File: src/rtl/hprio_pkg.sv
package hprio_pkg;
    localparam int DATA_W = 8;
    localparam int PSEL_W = 4;

    typedef struct packed {
        logic              boot;
        logic              spec;
        logic              moda;
        logic              vis;
        logic [PSEL_W-1:0] psel;
    } hprio_img_t;
endpackage

File: src/rtl/hprio_mode_decode.sv
module hprio_mode_decode
    import hprio_pkg::*;
#(
    parameter logic [PSEL_W-1:0] RST_PSEL = 4'b0110
) (
    input  logic       pin_a,
    input  logic       pin_b,
    output hprio_img_t rst_img
);
    logic is_special;
    logic is_boot;
    logic is_test;

    always_comb begin
        is_special    = ~pin_b;
        is_boot       = is_special & ~pin_a;
        is_test       = is_special & pin_a;
        rst_img.boot  = is_boot;
        rst_img.spec  = is_special;
        rst_img.moda  = pin_a;
        rst_img.vis   = is_test;
        rst_img.psel  = RST_PSEL;
    end
endmodule

File: src/rtl/hprio_reg_core.sv
module hprio_reg_core
    import hprio_pkg::*;
(
    input  logic              clk,
    input  logic              rst_n,
    input  hprio_img_t        rst_img,
    input  logic              wr_hit,
    input  logic              irq_mask,
    input  logic [DATA_W-1:0] wdata,
    output hprio_img_t        img
);
    hprio_img_t img_d, img_q;
    hprio_img_t wr_img;

    always_comb begin
        wr_img = hprio_img_t'(wdata);
        img_d  = img_q;
        if (wr_hit) begin
            img_d.vis = wr_img.vis;
            if (irq_mask)
                img_d.psel = wr_img.psel;
            if (img_q.spec)
                img_d.boot = wr_img.boot;
        end
        if (!img_q.spec)
            img_d.boot = 1'b0;
    end

    always_ff @(posedge clk) begin
        if (!rst_n)
            img_q <= rst_img;
        else
            img_q <= img_d;
    end

    assign img = img_q;
endmodule

File: src/rtl/hprio_read_port.sv
module hprio_read_port
    import hprio_pkg::*;
(
    input  logic              clk,
    input  logic              rst_n,
    input  logic              rd_hit,
    input  hprio_img_t        img,
    output logic [DATA_W-1:0] rdata
);
    logic [DATA_W-1:0] rdata_d, rdata_q;

    always_comb begin
        rdata_d = rdata_q;
        if (rd_hit)
            rdata_d = DATA_W'(img);
    end

    always_ff @(posedge clk) begin
        if (!rst_n)
            rdata_q <= '0;
        else
            rdata_q <= rdata_d;
    end

    assign rdata = rdata_q;
endmodule

File: src/rtl/hprio_reg.sv
module hprio_reg
    import hprio_pkg::*;
#(
    parameter logic [PSEL_W-1:0] RST_PSEL = 4'b0110
) (
    input  logic              clk,
    input  logic              rst_n,
    input  logic              mode_a_pin,
    input  logic              mode_b_pin,
    input  logic              irq_mask,
    input  logic              reg_sel,
    input  logic              rd_en,
    input  logic              wr_en,
    input  logic [DATA_W-1:0] wdata,
    output logic [DATA_W-1:0] rdata,
    output logic              boot_rom,
    output logic              special_mode,
    output logic              mode_a,
    output logic              rd_vis,
    output logic [PSEL_W-1:0] prio_sel
);
    hprio_img_t rst_img;
    hprio_img_t img;
    logic       wr_hit;
    logic       rd_hit;

    assign wr_hit = reg_sel & wr_en;
    assign rd_hit = reg_sel & rd_en;

    hprio_mode_decode #(.RST_PSEL(RST_PSEL)) u_decode (
        .pin_a   (mode_a_pin),
        .pin_b   (mode_b_pin),
        .rst_img (rst_img)
    );

    hprio_reg_core u_core (
        .clk      (clk),
        .rst_n    (rst_n),
        .rst_img  (rst_img),
        .wr_hit   (wr_hit),
        .irq_mask (irq_mask),
        .wdata    (wdata),
        .img      (img)
    );

    hprio_read_port u_rd (
        .clk    (clk),
        .rst_n  (rst_n),
        .rd_hit (rd_hit),
        .img    (img),
        .rdata  (rdata)
    );

    assign boot_rom     = img.boot;
    assign special_mode = img.spec;
    assign mode_a       = img.moda;
    assign rd_vis       = img.vis;
    assign prio_sel     = img.psel;
endmodule

File: config.mk
export PLATFORM = sky130hd
export DESIGN_NAME = hprio_reg
export DESIGN_NICKNAME = d
export VERILOG_FILES = /design/src/rtl/hprio_pkg.sv /design/src/rtl/hprio_mode_decode.sv /design/src/rtl/hprio_reg_core.sv /design/src/rtl/hprio_read_port.sv /design/src/rtl/hprio_reg.sv
export SDC_FILE = /design/constraint.sdc
export NUM_CORES = 1
export LEC_CHECK = 0
export BUFFER_PORTS_ARGS = -buffer_cell sky130_fd_sc_hd__buf_4
export CORE_MARGIN = 10
export CORE_UTILIZATION = 41
export CTS_CLUSTER_SIZE = 28
export DETAILED_ROUTE_END_ITERATION = 8
export PLACE_DENSITY = 0.74
export SYNTH_ARGS = -nofsm -noshare
export SYNTH_HDL_FRONTEND = slang
export SYNTH_HIERARCHICAL = 1
export SYNTH_SLANG_ARGS = --single-unit
File: constraint.sdc
create_clock -name clk -period 0.8 [get_ports clk]
set_input_delay 0.08 -clock clk [delete_from_list [all_inputs] [get_ports clk]]
set_output_delay 0.08 -clock clk [all_outputs]
set_load 0.005 [all_outputs]
==> impl_metrics.json <==
{
  "status": "complete, but fails checks",
  "violations": "setup timing",
  "gr-usage-all-layers": 0.0877,
  "fill_cells": 139,
  "grt_busiest_layer": "met2",
  "min_path_cells": 2,
  "ant_nets": 0,
  "routed_via_density": 4.23,
  "finalClockSkew_ns": 0.00756,
  "r2r_cells": 2,
  "hp-class": "in2reg",
  "synth_cells": 62,
  "holdWs_ns": 0.0491,
  "final_area_mm2": 0.00113,
  "start_kind": "register",
  "crit_arrival_ns": 0.97,
  "min_from": "mode_b_pin",
  "vias": 537,
  "num_rows": 15,
  "required_ns": 0.82,
  "cp-end-kind": "register",
  "die_h_um": 63.0,
  "n_antenna_cell": 0,
  "min_period_ns": 0.955,
  "cap_violations": 0,
  "ys_seq_area_frac": 0.529,
  "grt_use_met2": 0.148,
  "fmax_mhz": 1050,
  "syn2layout_area_growth_pct": 49.1,
  "die_x_um": 63.0,
  "core_mm2": 0.00175,
  "numPortBuffers": 29,
  "drive_gt1_frac": 0.598,
  "layout.cells.non_filler": 127,
  "globalplace.congestion": 0.710,
  "dr.first_iter.drc_count": 4,
  "ir_drop_mv": 0.806,
  "setup_viol": 21,
  "fin_ws_ns": -0.155,
  "cts_tree": "yes",
  "drc_errors": 0,
  "p_per_area_mw_per_mm2": 1610,
  "clk_latency_ns": 0.29,
  "synth_area_um2": 757,
  "cts_buffer_depth": 2,
  "grt-ovfl-total": 0,
  "crit_fanout": 3,
  "power.leakage_nw": 0.520,
  "h-tree-depth": 1,
  "antenna_found_initial": 0,
  "grt_pass1_vias": 588,
  "ys_types": 17,
  "die_area_mm2": 0.00397,
  "placed_cell_area_um2": 961,
  "final_max_slew_viol_count": 0,
  "grt_pass1_wl_um": 2750,
  "ios": 32,
  "synth-seq-cells": 16,
  "fin_tns_setup_ns": -1.55,
  "grt_use_met3": 0.0251,
  "initial_core_util": 0.434,
  "post-route-period-util": 1.19,
  "cts-buffers-inserted": 3,
  "path_class": "reg2reg",
  "pre_cts_ws_ns": -0.212,
  "clockRootBuffer": "clkbuf_4",
  "grt_max_degree": 10,
  "r2r-end": "u_core/img[7]$_DFFE_PP_",
  "r2r_start": "u_core/img[6]$_DFFE_PN_",
  "avgSynthCellArea_um2": 12.2,
  "yosysWarnings": 6,
  "cts_sinks": 16,
  "hold_violations": 0,
  "firstDrtPassIters": 3,
  "r2r_slack_ns": -0.16,
  "routed_wirelength_um": 1570,
  "rsz0062_at_grt": "yes",
  "whs_endpoint": "u_core/img[6]$_DFFE_PN_",
  "fin_nets": 119,
  "placed_cells": 112,
  "clk_pin_slew_ns": 0.09,
  "grtUsageMet1": 0.0855,
  "wl_per_cell_um": 12.4
}
metrics by stage:
stage	total power, mW	utilization
3_5_place_dp	1.30	0.551
6_report	1.81	0.647
2_1_floorplan	1.14	-
4_1_cts	1.81	0.636
5_1_grt	1.91	0.647
3_3_place_gp	1.29	0.551
critical path, cell delays in order (launching register included):
cell,delay [ns]
edfxtp_1,0.44
buf_4,0.16
nand3b_1,0.08
cell type report:
class,count,area (um2),share of cell area
Inverter,3,11.3,0.00998
Multi-Input combinational cell,35,274,0.243
Tap cell,25,31.3,0.0277
Clock buffer,4,26.3,0.0233
Sequential cell,16,410,0.364
Timing Repair Buffer,44,375,0.333
report_power, final:
part           switching (mW)  total (mW)  leakage, nW  internal [mW]
clock                   0.241       0.435       0.0150          0.194
sequential             0.0437       0.982        0.149          0.939
combinational           0.122       0.395        0.356          0.273
total                   0.407        1.81        0.520           1.41
sequential cells by signal, indices dropped and copies added (netlist names):
register / flops
u_core/img: 8
u_rd/rdata: 8
synth_stat cells (all sizes together):
cell | number | share of area
nand3b | 1 | 0.0099
dfxtp | 8 | 0.21
conb | 2 | 0.0099
mux2i | 8 | 0.11
inv | 3 | 0.015
edfxtp | 8 | 0.32
nand3 | 1 | 0.0066
mux2 | 5 | 0.094
nand2b | 1 | 0.0083
nor2b | 9 | 0.074
o21ai | 1 | 0.0066
nand2 | 2 | 0.0099
buf | 10 | 0.11
and2 | 2 | 0.017
nor2 | 1 | 0.0050
cell usage in the layout, fill, tap and decap left out:
cell and n:
buf_4 32, buf_6 12, nor2b_1 9, edfxtp_1 8, mux2i_1 8, dfxtp_2 8, mux2_4 4, conb_1 4
clkbuf_4 3, inv_1 3, and2_1 2, nand2_1 2, clkbuf_1 1, mux2_2 1, nand2b_1 1, nand3_1 1
o21ai_2 1, nand3b_1 1, nor2_1 1
routing by layer:
layer,vias up,wire length [um]
met5,-,0
met4,0,58
met3,5,101
met2,18,799
met1,241,613
li1,273,-
timing repair:
| action | CTS | global route |
|---|---|---|
| endpoints found under the hold margin | 0 | 0 |
| setup endpoints to repair | 18 | 25 |
| pin swaps | 1 | 0 |
| resized for setup | 18 | 3 |
| setup buffers | 10 | 1 |
| hold buffers | 0 | 0 |
worst max path at each step:
stage                       startpoint                    endpoint  slack (ns)  depth (start not counted)
2_1_floorplan  u_core/img[6]$_DFFE_PN_     u_core/img[7]$_DFFE_PP_       -0.02                          2
3_3_place_gp                   reg_sel  u_rd/rdata[5]$_SDFFE_PN0P_       -0.19                          4
6_report       u_core/img[6]$_DFFE_PN_     u_core/img[7]$_DFFE_PP_       -0.16                          2
5_1_grt        u_core/img[6]$_DFFE_PN_     u_core/img[7]$_DFFE_PP_       -0.19                          2
4_1_cts        u_core/img[6]$_DFFE_PN_                special_mode       -0.16                          1
3_5_place_dp                   reg_sel  u_rd/rdata[2]$_SDFFE_PN0P_       -0.21                          4
logic make-up (layout without fill, tap and decap cells):
kind of cell	Yosys count	in the layout	share of synthesized area
AO/OA/AOI/OAI	1	1	0.00661
buffers and inverters	13	51	0.124
flip-flops	16	16	0.529
multiplexers	13	13	0.200
other	2	4	0.00992
AND/OR/NAND/NOR	17	17	0.131
Note: power is estimated with default switching activity, not from simulation.
